--- config.mk ---
export PLATFORM = sky130hd
export DESIGN_NAME = mbox_regfile
export DESIGN_NICKNAME = d
export VERILOG_FILES = /design/src/rtl/mbox_pkg.sv /design/src/rtl/mbox_dir.sv /design/src/rtl/mbox_rd_port.sv /design/src/rtl/mbox_regfile.sv
export SDC_FILE = /design/constraint.sdc
export NUM_CORES = 1
export LEC_CHECK = 0
export BUFFER_PORTS_ARGS = -buffer_cell sky130_fd_sc_hd__buf_4
export CAP_MARGIN = 10
export CORE_MARGIN = 4
export CORE_UTILIZATION = 40
export CTS_BUF_LIST = sky130_fd_sc_hd__clkbuf_16
export DETAILED_ROUTE_END_ITERATION = 16
export GPL_ROUTABILITY_DRIVEN = 0
export GPL_TIMING_DRIVEN = 0
export HOLD_SLACK_MARGIN = 0.08
export SYNTH_ARGS = -nofsm -noshare
export SYNTH_HDL_FRONTEND = slang
export SYNTH_SLANG_ARGS = --single-unit
--- constraint.sdc ---
create_clock -name clk_i -period 2.1 [get_ports clk_i]
set_clock_uncertainty 0.1 [all_clocks]
set_input_delay 0.42 -clock clk_i [delete_from_list [all_inputs] [get_ports clk_i]]
set_output_delay 0.42 -clock clk_i [all_outputs]
set_load 0.05 [all_outputs]
--- src/rtl/mbox_pkg.sv ---
package mbox_pkg;
  localparam int unsigned NMB = 4;
  localparam int unsigned AW  = 5;
  localparam int unsigned IW  = $clog2(NMB);

  typedef enum logic [2:0] {
    K_DMB, K_UMB, K_DSC, K_USC, K_EN, K_STAT, K_NONE
  } reg_kind_e;

  function automatic reg_kind_e decode(input logic [AW-1:0] a);
    reg_kind_e k;
    if (!a[4]) begin
      case (a[3:2])
        2'd0:    k = K_DMB;
        2'd1:    k = K_UMB;
        2'd2:    k = K_DSC;
        default: k = K_USC;
      endcase
    end else if (a == 5'h10) k = K_EN;
    else if (a == 5'h11)     k = K_STAT;
    else                     k = K_NONE;
    return k;
  endfunction
endpackage

--- src/rtl/mbox_dir.sv ---
module mbox_dir #(
  parameter int unsigned DW = 8,
  parameter int unsigned N  = 4,
  localparam int unsigned IW = $clog2(N)
) (
  input  logic                 clk_i,
  input  logic                 rst_ni,
  input  logic                 wr_mb_i,
  input  logic                 wr_sc_i,
  input  logic [IW-1:0]        wr_idx_i,
  input  logic [DW-1:0]        wdata_i,
  input  logic                 rd_clr_i,
  input  logic [IW-1:0]        rd_idx_i,
  input  logic                 en_we_i,
  input  logic [N-1:0]         en_wdata_i,
  output logic [N-1:0][DW-1:0] mb_o,
  output logic [N-1:0][DW-1:0] sc_o,
  output logic [N-1:0]         pend_o,
  output logic [N-1:0]         en_o,
  output logic                 irq_o
);
  for (genvar i = 0; i < N; i++) begin : g_slot
    always_ff @(posedge clk_i or negedge rst_ni) begin
      if (!rst_ni) begin
        mb_o[i]   <= '0;
        sc_o[i]   <= '0;
        pend_o[i] <= 1'b0;
      end else begin
        if (wr_mb_i && wr_idx_i == IW'(i)) mb_o[i] <= wdata_i;
        if (wr_sc_i && wr_idx_i == IW'(i)) sc_o[i] <= wdata_i;
        // write beats a same-cycle clearing read
        if (wr_mb_i && wr_idx_i == IW'(i))       pend_o[i] <= 1'b1;
        else if (rd_clr_i && rd_idx_i == IW'(i)) pend_o[i] <= 1'b0;
      end
    end
  end

  always_ff @(posedge clk_i or negedge rst_ni) begin
    if (!rst_ni)      en_o <= '0;
    else if (en_we_i) en_o <= en_wdata_i;
  end

  assign irq_o = |(pend_o & en_o);
endmodule

--- src/rtl/mbox_rd_port.sv ---
module mbox_rd_port
  import mbox_pkg::*;
#(
  parameter int unsigned DW = 8,
  parameter int unsigned N  = 4
) (
  input  logic                 clk_i,
  input  logic                 rst_ni,
  input  logic                 rd_i,
  input  logic [AW-1:0]        addr_i,
  input  logic [N-1:0][DW-1:0] dmb_i,
  input  logic [N-1:0][DW-1:0] umb_i,
  input  logic [N-1:0][DW-1:0] dsc_i,
  input  logic [N-1:0][DW-1:0] usc_i,
  input  logic [N-1:0]         en_i,
  input  logic [N-1:0]         pend_i,
  output logic [DW-1:0]        rdata_o
);
  logic [IW-1:0] idx;
  logic [DW-1:0] rd_val;

  assign idx = addr_i[IW-1:0];

  always_comb begin
    rd_val = '0;
    unique case (decode(addr_i))
      K_DMB:   rd_val = dmb_i[idx];
      K_UMB:   rd_val = umb_i[idx];
      K_DSC:   rd_val = dsc_i[idx];
      K_USC:   rd_val = usc_i[idx];
      K_EN:    rd_val[N-1:0] = en_i;
      K_STAT:  rd_val[N-1:0] = pend_i;
      default: rd_val = '0;
    endcase
  end

  always_ff @(posedge clk_i or negedge rst_ni) begin
    if (!rst_ni)   rdata_o <= '0;
    else if (rd_i) rdata_o <= rd_val;
  end
endmodule

--- src/rtl/mbox_regfile.sv ---
module mbox_regfile
  import mbox_pkg::*;
#(
  parameter int unsigned DW = 8
) (
  input  logic          clk_i,
  input  logic          rst_ni,
  input  logic          h_wr_i,
  input  logic          h_rd_i,
  input  logic [AW-1:0] h_addr_i,
  input  logic [DW-1:0] h_wdata_i,
  output logic [DW-1:0] h_rdata_o,
  output logic          h_irq_o,
  input  logic          l_wr_i,
  input  logic          l_rd_i,
  input  logic [AW-1:0] l_addr_i,
  input  logic [DW-1:0] l_wdata_i,
  output logic [DW-1:0] l_rdata_o,
  output logic          l_irq_o
);
  reg_kind_e h_kind, l_kind;
  logic [NMB-1:0][DW-1:0] a_mb, a_sc, b_mb, b_sc;
  logic [NMB-1:0] a_pend, a_en, b_pend, b_en;

  assign h_kind = decode(h_addr_i);
  assign l_kind = decode(l_addr_i);

  // a: host -> local
  mbox_dir #(.DW(DW), .N(NMB)) u_down (
    .clk_i, .rst_ni,
    .wr_mb_i   (h_wr_i && h_kind == K_DMB),
    .wr_sc_i   (h_wr_i && h_kind == K_DSC),
    .wr_idx_i  (h_addr_i[IW-1:0]),
    .wdata_i   (h_wdata_i),
    .rd_clr_i  (l_rd_i && l_kind == K_DMB),
    .rd_idx_i  (l_addr_i[IW-1:0]),
    .en_we_i   (l_wr_i && l_kind == K_EN),
    .en_wdata_i(l_wdata_i[NMB-1:0]),
    .mb_o      (a_mb),
    .sc_o      (a_sc),
    .pend_o    (a_pend),
    .en_o      (a_en),
    .irq_o     (l_irq_o)
  );

  // b: local -> host
  mbox_dir #(.DW(DW), .N(NMB)) u_up (
    .clk_i, .rst_ni,
    .wr_mb_i   (l_wr_i && l_kind == K_UMB),
    .wr_sc_i   (l_wr_i && l_kind == K_USC),
    .wr_idx_i  (l_addr_i[IW-1:0]),
    .wdata_i   (l_wdata_i),
    .rd_clr_i  (h_rd_i && h_kind == K_UMB),
    .rd_idx_i  (h_addr_i[IW-1:0]),
    .en_we_i   (h_wr_i && h_kind == K_EN),
    .en_wdata_i(h_wdata_i[NMB-1:0]),
    .mb_o      (b_mb),
    .sc_o      (b_sc),
    .pend_o    (b_pend),
    .en_o      (b_en),
    .irq_o     (h_irq_o)
  );

  mbox_rd_port #(.DW(DW), .N(NMB)) u_h_rd (
    .clk_i, .rst_ni,
    .rd_i(h_rd_i), .addr_i(h_addr_i),
    .dmb_i(a_mb), .umb_i(b_mb), .dsc_i(a_sc), .usc_i(b_sc),
    .en_i(b_en), .pend_i(b_pend),
    .rdata_o(h_rdata_o)
  );

  mbox_rd_port #(.DW(DW), .N(NMB)) u_l_rd (
    .clk_i, .rst_ni,
    .rd_i(l_rd_i), .addr_i(l_addr_i),
    .dmb_i(a_mb), .umb_i(b_mb), .dsc_i(a_sc), .usc_i(b_sc),
    .en_i(a_en), .pend_i(a_pend),
    .rdata_o(l_rdata_o)
  );
endmodule

# Word-level counts from Yosys, hierarchy flattened
# Index checks and enable logic that the tools add are counted.
[classes]
eq_ne = 24
n_reduce_logical = 48
order_cmp = 2
n_bitwise = 2
muxes = 44
[ops]
columns = ["op", "n"]
rows = [
  ["8-bit binary-select mux with 2-bit select", 8],
  ["8-bit two-way mux", 8],
  ["4-bit case mux with 6 select lines", 2],
  ["1-bit logical AND", 32],
  ["4-bit case mux with 4 select lines", 2],
  ["5-bit == test (second input constant)", 4],
  ["1-bit two-way mux", 16],
  ["2-bit nonzero test", 8],
  ["2-bit == test (second input constant)", 6],
  ["3-bit by 2-bit == test with 1-bit output (second input constant)", 4],
  ["3-bit == test (second input constant)", 4],
  ["2-bit case mux with 3 select lines", 2],
  ["3-bit two-way mux", 3],
  ["4-bit AND", 2],
  ["2-bit by 1-bit == test with 1-bit output (second input constant)", 4],
  ["2-bit zero test", 4],
  ["4-bit OR reduction", 2],
  ["3-bit by 1-bit == test with 1-bit output (second input constant)", 2],
  ["3-bit zero test", 2],
  ["2-bit by 3-bit < comparator with 1-bit output (second input constant)", 2],
  ["2-bit two-way mux", 3],
]
[totals]
ff_bits = 160
word_cells = 148
out_inout_bits = 18

# Longest topological paths before layout
# Gate-level depths: netlist of the first run.
[depth]
word_depth = 9
mapped_depth = 7
depth_no_buf = 5

# Hierarchy
# A second synthesis of the first run with hierarchy kept.
[unflattened]
hier_cells = 691
hier_area_um2 = 8664.6
[by_module_without_submodules]
columns = ["module", "cells_each", "area_each_um2", "seq_area_each_um2", "n_inst"]
rows = [
  ["mbox_dir", 164, 2768.9, 1801.7, 2],
  ["mbox_rd_port", 175, 1512.7, 200.2, 2],
  ["mbox_regfile", 13, 101.3, 0.0, 1],
]

# Least setup slack after synthesis of the first run
# OpenSTA, ideal clock, no wires.
[synth_timing]
path_type = "input -> register"
from = "input port l_addr_i[0]"
to = "register u_l_rd.rdata_o[5]"
path_buffers = 2
cell_stages = 5
arrival_time_ns = 1.729
slack_ns = 0.141
path_cell_list = "buf_2 -> buf_2 -> mux4_2 -> a211oi_1 -> o21ai_0"
[synth_between]
elab_chain_cells = 6
word_cells_on_any_way = 18
cone_classes = "eq/ne: 5; mux: 12; reduce/logical: 1"
[synth_lines]
columns = ["element", "line", "source"]
rows = [
  ["start, declared", "mbox_regfile.sv:16", "input logic [AW-1:0] l_addr_i,"],
  ["5-bit == test", "mbox_pkg.sv:20", "else if (a == 5'h11) k = K_STAT;"],
  ["2-bit two-way mux", "mbox_pkg.sv:20", ""],
  ["3-bit two-way mux", "mbox_pkg.sv:19", "end else if (a == 5'h10) k = K_EN;"],
  ["3-bit two-way mux", "mbox_pkg.sv:12", "if (!a[4]) begin"],
  ["3-bit by 2-bit == test with 1-bit output (tied with other cells)", "mbox_rd_port.sv:26", "unique case (decode(addr_i))"],
  ["4-bit case mux with 4 select lines *", "mbox_rd_port.sv:26", ""],
  ["end signal, assigned", "mbox_rd_port.sv:39", "else if (rd_i) rdata_o <= rd_val;"],
  ["end, declared", "mbox_rd_port.sv:17", "output logic [DW-1:0] rdata_o"],
]
# Every way passes the cells marked *; elsewhere a longest branch is shown, timed or not. The select of a mux whose other input is x is not followed.
# A chain may end at the register's enable or synchronous reset.

# Final worst setup path of the first run
[layout_timing]
from = "input port h_addr_i[0]"
to = "register u_h_rd.rdata_o[3]"
[layout_between]
elab_chain_cells = 6
word_cells_on_any_way = 20
cone_classes = "eq/ne: 7; mux: 12; reduce/logical: 1"
[layout_lines]
columns = ["element", "line", "source"]
rows = [
  ["start, declared", "mbox_regfile.sv:10", "input logic [AW-1:0] h_addr_i,"],
  ["5-bit == test", "mbox_pkg.sv:20", ""],
  ["2-bit two-way mux", "mbox_pkg.sv:20", ""],
  ["2-bit two-way mux", "mbox_pkg.sv:19", ""],
  ["3-bit two-way mux", "mbox_pkg.sv:12", ""],
  ["3-bit == test (tied with other cells)", "mbox_rd_port.sv:26", ""],
  ["4-bit case mux with 6 select lines *", "mbox_rd_port.sv:26", ""],
  ["end signal, assigned", "mbox_rd_port.sv:39", ""],
  ["end, declared", "mbox_rd_port.sv:17", ""],
]
# Marks and branches as above.

==> metrics.txt, run 1 <==
DRT Pass-1 Iters 5; Die ar. around 23000 sq um; pins over their slew limit 0; ANT cells 0; Worst R2R Path Depth 4; GRT Overall Usage 21.93%; Hold Crit Class input pin to register; PwrDens ~960 nW/um^2; crit path from h_addr_i[0]; critical path class input pin to register; via count 5924; VDD IR-drop max 0.5570 mV; Main synth FF type dfrtp_1; maximum fanout along the worst path 10; postcts setup bufs 0; post-synthesis sequential area ratio 47.83%; f_max ~490 MHz; fin crit period 2.024 ns; Ports 50; area of the mapped netlist 8372 sq um; count of cell types in the netlist 54; share of layout cells above drive strength 1 42.11%; area grow syn2layout 15.68%; crit path to u_h_rd.rdata_o[3]$_DFFE_PN0P_; number of synthesis warnings 0; switch share between 20% and 30%; Worst EP required approximately 2.4 ns; Top Layer Used met4; Routed met2 length 12.18 mm; CTS buffer count 17; Worst-Margin Slew 1.172 ns; RSZ-0062 raised after global routing no; CTS tree yes; post-DP HPWL 18.36 mm; clk sinks 160; final core occ 47.40%; standard-cell rows 52; Avg Inst Size Synth roughly 13 sq um; Static Leak 4.285 nW; vias in the first global route 6071; Pwr Total 9.270 mW; CTS clk-pin slew, worst paths 0.07 ns; Placement Setup Slack -0.4642 ns; Slew HR 21.16%; Pint around 6.6 mW; Final WS setup roughly 0.076 ns; hold slack 0.1804 ns; total net switching power 2.670 mW; Crit Reg-Reg Startpoint u_down.sc_o[24]$_DFFE_PN0P_; DRT iter0 DRCs 599; outcome completed; Placed Area ~9100 sq um; reg2reg setup slack 0.26 ns; final hold violations 0; placed insts 948; Critical Path End Type register; H-Tree Depth 4; Fin Setup TNS 0 ns; gr ovfl total 0; Nets 730; clock share of power between 30% and 40%; DR DRC count 0; post-synthesis cell count 635; setup violation total in the final timing report 0; FF+latch count, synth 160; max-cap viol count 0; crit path DAT 2.27 ns; sequential share of power about 44%; Async SR Flop Fraction 100.0%; chip width 152.7 um; Met1 Wirelength ~11 mm; port bufs 42; floorplan core area 20430 sq um; Vias per Instance about 6.0; starting density of the core 40.98%; Routed Antenna Nets 0; # fillers 1857; root buf cell clkbuf_16; Critical Path Start Type input pin; first-pass GRT wire length approximately 39 mm; Finished Layout Cells between 900 and 1000; number of synthesized flops with an enable pin 0; clk buf depth 2; syn nets 667; Clk Latency, worst-skew pair 0.44 ns; fin area 9684 sq um; routed wire length 25.44 mm; combinational share of power 20.5%; detailed-route wire length per cell 25.96 um; initial antenna violation count 0; pin count of the biggest net entering global routing 98; DIE HEIGHT 152.7 um; reg2reg end u_h_rd.rdata_o[0]$_DFFE_PN0P_; DR WL met3 1.578 mm; final worst-path cycle share 96.40%
==> worst max-delay path, stage by stage <==
cell,delay [ns]
buf_2,0.16
buf_2,0.25
nor4_1,0.82
a222oi_1,0.26
a22o_1,0.22
a31oi_1,0.14
==> cell families after synthesis <==
kind of cell,count (synthesis),synth area share (%)
flops,160,47.83
simple gates,111,7.234
buf+inv,41,2.466
mux,228,35.00
compound gates,95,7.473
==> synth_stat cells, types with 3 or more instances <==
library cell  number  area [sq um]
a221oi_1           4         35.03
a211oi_1           4         30.03
a22oi_1           10         75.07
a31oi_1            5         31.28
o22ai_1           18         112.6
nor3_1             4         20.02
inv_1              3         11.26
nor2b_1            3         18.77
nand2_1           45         168.9
buf_2             23         115.1
nand3b_1           4         30.03
mux2i_1           40         400.4
o221ai_1           5         43.79
dfrtp_1          160          4004
mux4_2            34         765.7
mux2_4             8         120.1
nand3_2            3         30.03
o21ai_0           24         120.1
mux2_2           146          1644
clkbuf_1           8         30.03
nor2_2             3         18.77
nand2b_1           7         43.79
a21oi_1           11         55.05
nor2_1            19         71.32
==> power by group through the flow <==
stage	Sequential (mW)	Combinational, mW	Clock, mW
global placement	4.10	1.83	0
finish	4.11	1.90	3.26
global route	4.18	2.03	3.42
CTS	4.10	1.90	3.27
detailed placement	4.15	1.88	0
floorplan	4.09	1.24	0
==> sequential cells by signal, summed over array words and instances (netlist names) <==
| name | cells |
|---|---|
| u_h_rd.rdata_o | 8 |
| u_up.pend_o | 4 |
| u_up.sc_o | 32 |
| u_l_rd.rdata_o | 8 |
| u_up.mb_o | 32 |
| u_down.mb_o | 32 |
| u_up.en_o | 4 |
| u_down.pend_o | 4 |
| u_down.sc_o | 32 |
| u_down.en_o | 4 |
==> placed cells by master, fill, tap and decap left out, types with 3 or more instances in the layout <==
cell / n
dfrtp_1: 160
mux2_2: 146
nand2_1: 45
buf_4: 43
mux2i_1: 40
mux4_2: 34
o21ai_0: 24
buf_2: 21
nor2_1: 19
o22ai_1: 18
clkbuf_16: 17
a21oi_1: 11
a22oi_1: 10
clkbuf_1: 8
mux2_4: 8
nand2b_1: 7
inv_1: 6
o221ai_1: 5
a31oi_1: 5
nand3b_1: 4
a211oi_1: 4
nor3_1: 4
a221oi_1: 4
bufinv_16: 4
buf_6: 3
nor2b_1: 3
nand3_2: 3
==> what timing repair did <==
action	4_1_cts	5_1_grt
gates resized for setup	1	5
setup endpoints to repair	6	12
hold endpoints to repair	63	0
hold buffers	1	0
==> routing by layer <==
layer / GRT usage, % / up-vias
li1: - / 2547
met3: 5.254 / 40
met2: 34.84 / 216
met1: 30.28 / 3121
met4: 6.109 / 0
met5: 0 / -
==> area by class of cell <==
| class | instances | area (sq um) | area share, % |
|---|---|---|---|
| Sequential cell | 160 | 4004 | 41.34 |
| Clock inverter | 14 | 176.4 | 1.822 |
| Buffer | 38 | 201.4 | 2.080 |
| Clock buffer | 17 | 425.4 | 4.393 |
| Tap cell | 270 | 337.8 | 3.488 |
| Inverter | 3 | 11.26 | 0.1163 |
| Timing Repair Buffer | 44 | 356.6 | 3.682 |
| Multi-Input combinational cell | 434 | 4172 | 43.07 |
==> worst min-delay path by stage <==
stage,startpoint,endpoint,cells past startpoint
final,h_wdata_i[4],u_down.sc_o[28]$_DFFE_PN0P_,2
after global routing,h_wdata_i[5],u_down.sc_o[5]$_DFFE_PN0P_,2
after CTS,h_wdata_i[7],u_down.mb_o[7]$_DFFE_PN0P_,2
after detailed placement,rst_ni,u_down.mb_o[4]$_DFFE_PN0P_,1
after global placement,u_h_rd.rdata_o[4]$_DFFE_PN0P_,u_h_rd.rdata_o[4]$_DFFE_PN0P_,2
after floorplan,rst_ni,u_down.en_o[0]$_DFFE_PN0P_,0
No activity file was read; power rests on OpenSTA's default activity.
==> run 2: changes to the inputs <==
Clock period 2.1 ns to 2.4 ns, I/O delays scaled along.
==> metrics.txt, run 2 (synthesis results as in run 1) <==
post-DP HPWL 18.36 mm (unchanged); Static Leak 4.279 nW (-0.15%); DR DRC count 0 (unchanged); via count 5916 (-0.14%); Hold Crit Class input pin to register; standard-cell rows 52 (unchanged); f_max 430.6 MHz; crit-path max cell delay 1.04 ns (+0.22 ns); DIE HEIGHT 152.7 um (unchanged); fin area 9668 sq um (-0.17%); Worst EP required 2.59 ns (+0.24 ns); worst hold start h_wdata_i[4]; H-Tree Depth 4 (unchanged); final hold violations 0 (unchanged); # fillers 1856 (-0.054%); max-cap viol count 0 (unchanged); hold path endpoint u_down.sc_o[28]$_DFFE_PN0P_; Vias per Instance 6.037 (-0.14%); port bufs 42 (unchanged); CTS resizes 0 (-1); PwrDens 838.7 nW/um^2 (-12%); reg2reg end u_h_rd.rdata_o[0]$_DFFE_PN0P_; first-pass GRT wire length 38.68 mm (unchanged); Slew HR 15.52% (-5.6 points); chip width 152.7 um (unchanged); CTS tree yes; Worst R2R Path Depth 4 (unchanged); Final WS setup 0.07744 ns (+0.001891 ns); share of layout cells above drive strength 1 41.83% (-0.28 points); CTS clk-pin slew, worst paths 0.07 ns (about the same); Crit Reg-Reg Startpoint u_down.mb_o[8]$_DFFE_PN0P_; fin crit period approximately 2.3 ns; crit-path cells buf_4 > buf_2 > nor3b_1 > nand2_1 > o21ai_0 > o21ai_0; DRT Pass-1 Iters 8 (+3); outcome completed; Clk Latency, worst-skew pair 0.44 ns (about the same); area grow syn2layout 15.48%; DRT iter0 DRCs 567 (-5.3%); Placed Area 9056 sq um (unchanged); Critical Path End Type register; floorplan core area 20430 sq um (unchanged); detailed-route wire length per cell 25.95 um (about the same); pins over their slew limit 0 (unchanged); most frequent cells in the layout 160 x dfrtp_1, 146 x mux2_2, 45 x nand2_1; setup violation total in the final timing report 0 (unchanged); CP max-delay cell nor3b_1; pin count of the biggest net entering global routing 98 (unchanged); reg2reg setup slack 0.57 ns (+0.31 ns); Crit path top cell by count o21ai_0; gr ovfl total 0 (unchanged); ANT cells 0 (unchanged); clk buf depth 2 (unchanged); crit path DAT 2.51 ns (+0.24 ns); Placement Setup Slack -0.2242 ns (+0.2400 ns); Ports 50 (unchanged); VDD IR-drop max 0.4852 mV (-13%); Routed Antenna Nets 0 (unchanged); Nets 730 (unchanged); starting density of the core 40.98% (unchanged); Critical Path Start Type input pin; root buf cell clkbuf_16; initial antenna violation count 0 (unchanged); RSZ-0062 raised after global routing no; Pwr Total 8.109 mW (-13%); final worst-path cycle share between 90% and 100%; Die ar. 23310 sq um (unchanged); clk sinks 160 (unchanged); Worst-Margin Slew 1.265 ns (+0.09274 ns); most common cell after layout, fill and taps aside dfrtp_1; GRT Overall Usage 21.93% (unchanged); CTS buffer count 17 (unchanged); vias in the first global route 6068 (-0.049%); maximum fanout along the worst path 10 (unchanged); WHS Path Cells 2 (unchanged); routed wire length 25.44 mm (about the same); critical path class input pin to register
## run 2: critical path: cells and delay by family
kind	cells	cell delay (ns)
simple gates	2	1.29
buf+inv	2	0.40
compound gates	2	0.33
## run 2: metrics by stage
stage | hold WS (ns) | util (%) | setup TNS (ns) | instances
global route | 0.2382 | 47.32 | 0 | 980
global placement | 0.3910 | 44.18 | -7.050 | 947
finish | 0.2419 | 47.32 | 0 | 980
CTS | 0.2263 | 47.32 | 0 | 980
detailed placement | 0.3946 | 44.33 | -5.036 | 948
floorplan | 0.08441 | - | 0 | 635
## run 2: layout make-up
cell class	instances	area (sq um)	share of cell area [%]
clock buffer	17	425.4	4.400
sequential	160	4004	41.41
timing repair buffer	44	356.6	3.688
multi-input combinational	434	4161	43.04
tap	270	337.8	3.494
clock inverter	14	176.4	1.825
buffer	38	195.2	2.019
inverter	3	11.26	0.1165
## run 2: worst max-delay path by stage
stage	depth (start not counted)	from	endpoint	slack (ns)
after floorplan	5	l_addr_i[0]	u_l_rd.rdata_o[5]$_DFFE_PN0P_	0.38
after global placement	6	h_addr_i[2]	u_up.pend_o[3]$_DFFE_PN0P_	-0.23
after detailed placement	6	h_addr_i[2]	u_up.pend_o[2]$_DFFE_PN0P_	-0.22
after CTS	6	h_addr_i[2]	u_up.pend_o[2]$_DFFE_PN0P_	0.16
after global routing	6	h_addr_i[3]	u_up.pend_o[1]$_DFFE_PN0P_	0.04
final	6	h_addr_i[2]	u_up.pend_o[2]$_DFFE_PN0P_	0.08
## run 2: routing by layer
layer / global-route usage [%] / vias to the layer above / routed length [um]
li1: - / 2547 / -
met5: 0 / - / 0
met2: 34.79 / 205 / 12020
met3: 5.169 / 41 / 1592
met4: 6.237 / 0 / 563
met1: 30.31 / 3123 / 11260
## run 2: what timing repair did
| item | 4_1_cts | 5_1_grt |
|---|---|---|
| hold endpoints to repair | 63 | 0 |
| buffers inserted | 0 | 0 |
| hold buffers | 1 | 0 |
## run 2: where the power goes
| group | internal (mW) | switching (mW) |
|---|---|---|
| Sequential | 3.20 | 0.394 |
| Clock | 1.72 | 1.13 |
| Combinational | 0.854 | 0.808 |
| Total | 5.77 | 2.33 |
==> run 3: changes to the inputs <==
Settings changed: CTS_BUF_LIST sky130_fd_sc_hd__clkbuf_16 to default.
==> metrics.txt, run 3 (synthesis results as in run 1) <==
outcome completed; Worst EP required 2.59 ns (about the same); CTS resizes 0 (unchanged); H-Tree Depth 4 (unchanged); Ports 50 (unchanged); # fillers 1854 (-0.11%); Static Leak 4.277 nW (about the same); detailed-route wire length per cell 25.89 um (-0.24%); f_max 428.6 MHz (-0.45%); reg2reg setup slack 0.57 ns (about the same); Nets 730 (unchanged); register area 4004 sq um (unchanged); crit path to u_up.pend_o[2]$_DFFE_PN0P_; pins over their slew limit 0 (unchanged); most frequent cells in the layout 160 x dfrtp_1, 146 x mux2_2, 45 x nand2_1; Hold Buf Count CTS 1 (unchanged); most common cell after layout, fill and taps aside dfrtp_1; Routed Antenna Nets 0 (unchanged); critical path class input pin to register; crit-path max cell delay 1.05 ns (about the same); final hold violations 0 (unchanged); CTS tree yes; Critical Path Start Type input pin; hold slack 0.2445 ns (+0.002619 ns); setup violation total in the final timing report 0 (unchanged); Hold Crit Class input pin to register; postcts setup bufs 0 (unchanged); Worst-Margin Slew 1.281 ns (+0.01656 ns); area grow syn2layout 15.72%; Crit path top cell by count o21ai_0; DR DRC count 0 (unchanged); GRT Overall Usage 21.94% (about the same); DRT Pass-1 Iters 5 (-3); largest delay contributor family on the critical path simple AND/OR/NAND/NOR gates; via count 5920 (+0.068%); fin crit period 2.333 ns (+0.01057 ns); CTS buffer count 17 (unchanged); share of layout cells above drive strength 1 42.11% (+0.28 points); GR Layer Usage met3 5.169% (unchanged); area occupied by multi-input gates 4161 sq um (unchanged); Vias per Instance 6.041 (about the same); first-pass GRT wire length 38.72 mm (+0.11%); CTS clk-pin slew, worst paths 0.06 ns (about the same); chip width 152.7 um (unchanged); DRT iter0 DRCs 552 (-2.6%); Clk Latency, worst-skew pair 0.43 ns (about the same); pin count of the biggest net entering global routing 98 (unchanged); starting density of the core 40.98% (unchanged); Fin Setup TNS 0 ns (unchanged); port bufs 42 (unchanged); GR peak layer met2; Worst R2R Path Depth 4 (unchanged); clk buf depth 2 (unchanged); routed wire length 25.38 mm (-0.24%); ANT cells 0 (unchanged); RSZ-0062 raised after global routing no; root buf cell clkbuf_16; Crit Reg-Reg Startpoint u_down.sc_o[8]$_DFFE_PN0P_; vias in the first global route 6095 (+0.44%); clk sinks 160 (unchanged); PwrDens 843.5 nW/um^2 (+0.57%); CP max-delay cell nor3b_1; maximum fanout along the worst path 10 (unchanged); final worst-path cycle share 97.21% (+0.44 points); max-cap viol count 0 (unchanged); reg2reg end u_h_rd.rdata_o[0]$_DFFE_PN0P_; crit path from h_addr_i[2]; Die ar. 23310 sq um (unchanged); gr ovfl total 0 (unchanged); Crit path buffers/inverters 2 (unchanged); crit path DAT 2.52 ns (about the same); Slew HR 14.41% (-1.1 points); crit-path cells buf_4 > buf_2 > nor3b_1 > nand2_1 > o21ai_0 > o21ai_0; floorplan core area 20430 sq um (unchanged); GR Util met2 34.77% (about the same); standard-cell rows 52 (unchanged); worst hold start h_wdata_i[7]; GRT met1 Usage 30.24% (-0.074 points); VDD IR-drop max 0.4811 mV (-0.85%); Stages on worst setup path 6 (unchanged); initial antenna violation count 0 (unchanged); Critical Path End Type register; post-DP HPWL 18.36 mm (unchanged); DIE HEIGHT 152.7 um (unchanged)
==> run 3: cell count changes in the layout (fill, tap and decap cells not counted) <==
cell	previous run	this run
clkbuf_8	0	2
clkinv_1	2	0
inv_1	6	3
clkbuf_1	8	11
==> run 3: area by class of cell <==
cell class                      count  share of cell area (%)
Clock buffer                       22                   4.791
Tap cell                          270                   3.487
Buffer                             38                   2.015
Sequential cell                   160                   41.33
Timing Repair Buffer               44                   3.681
Multi-Input combinational cell    434                   42.95
Clock inverter                      9                   1.627
Inverter                            3                  0.1162
==> run 3: worst reg2reg max path: stages, from the launching register on <==
cell	delay [ns]
dfrtp_1	0.41
mux4_2	0.46
nand2_1	0.14
o311ai_0	0.25
o32a_1	0.35
==> run 3: worst min-delay path by stage <==
stage,to,depth (start not counted)
2_1_floorplan,u_down.en_o[0]$_DFFE_PN0P_,0
3_3_place_gp,u_h_rd.rdata_o[4]$_DFFE_PN0P_,2
3_5_place_dp,u_h_rd.rdata_o[4]$_DFFE_PN0P_,2
4_1_cts,u_down.mb_o[7]$_DFFE_PN0P_,2
5_1_grt,u_down.sc_o[5]$_DFFE_PN0P_,2
6_report,u_down.mb_o[7]$_DFFE_PN0P_,2
==> run 3: power by group <==
| group | leakage (nW) | internal [mW] | switching [mW] |
|---|---|---|---|
| clock | 0.296 | 1.79 | 1.12 |
| combinational | 1.94 | 0.853 | 0.807 |
| sequential | 2.04 | 3.20 | 0.393 |
| total | 4.28 | 5.85 | 2.32 |
==> run 3: stage by stage <==
| stage | setup slack (ns) | util, % | cell area, sq um | instances | total power, mW |
|---|---|---|---|---|---|
| floorplan | 0.3806 | - | 8372 | 635 | 4.664 |
| global placement | -0.2280 | 44.18 | 9025 | 947 | 5.189 |
| detailed placement | -0.2242 | 44.33 | 9056 | 948 | 5.278 |
| CTS | 0.1602 | 47.42 | 9688 | 980 | 8.184 |
| global route | 0.04457 | 47.42 | 9688 | 980 | 8.507 |
| finish | 0.06687 | 47.42 | 9688 | 980 | 8.172 |
==> run 3: metal layers <==
| layer | part of all wire [%] | vias to the layer above |
|---|---|---|
| met1 | 44 | 3104 |
| met4 | 2.4 | 0 |
| li1 | - | 2556 |
| met5 | 0 | - |
| met3 | 6.3 | 43 |
| met2 | 48 | 217 |
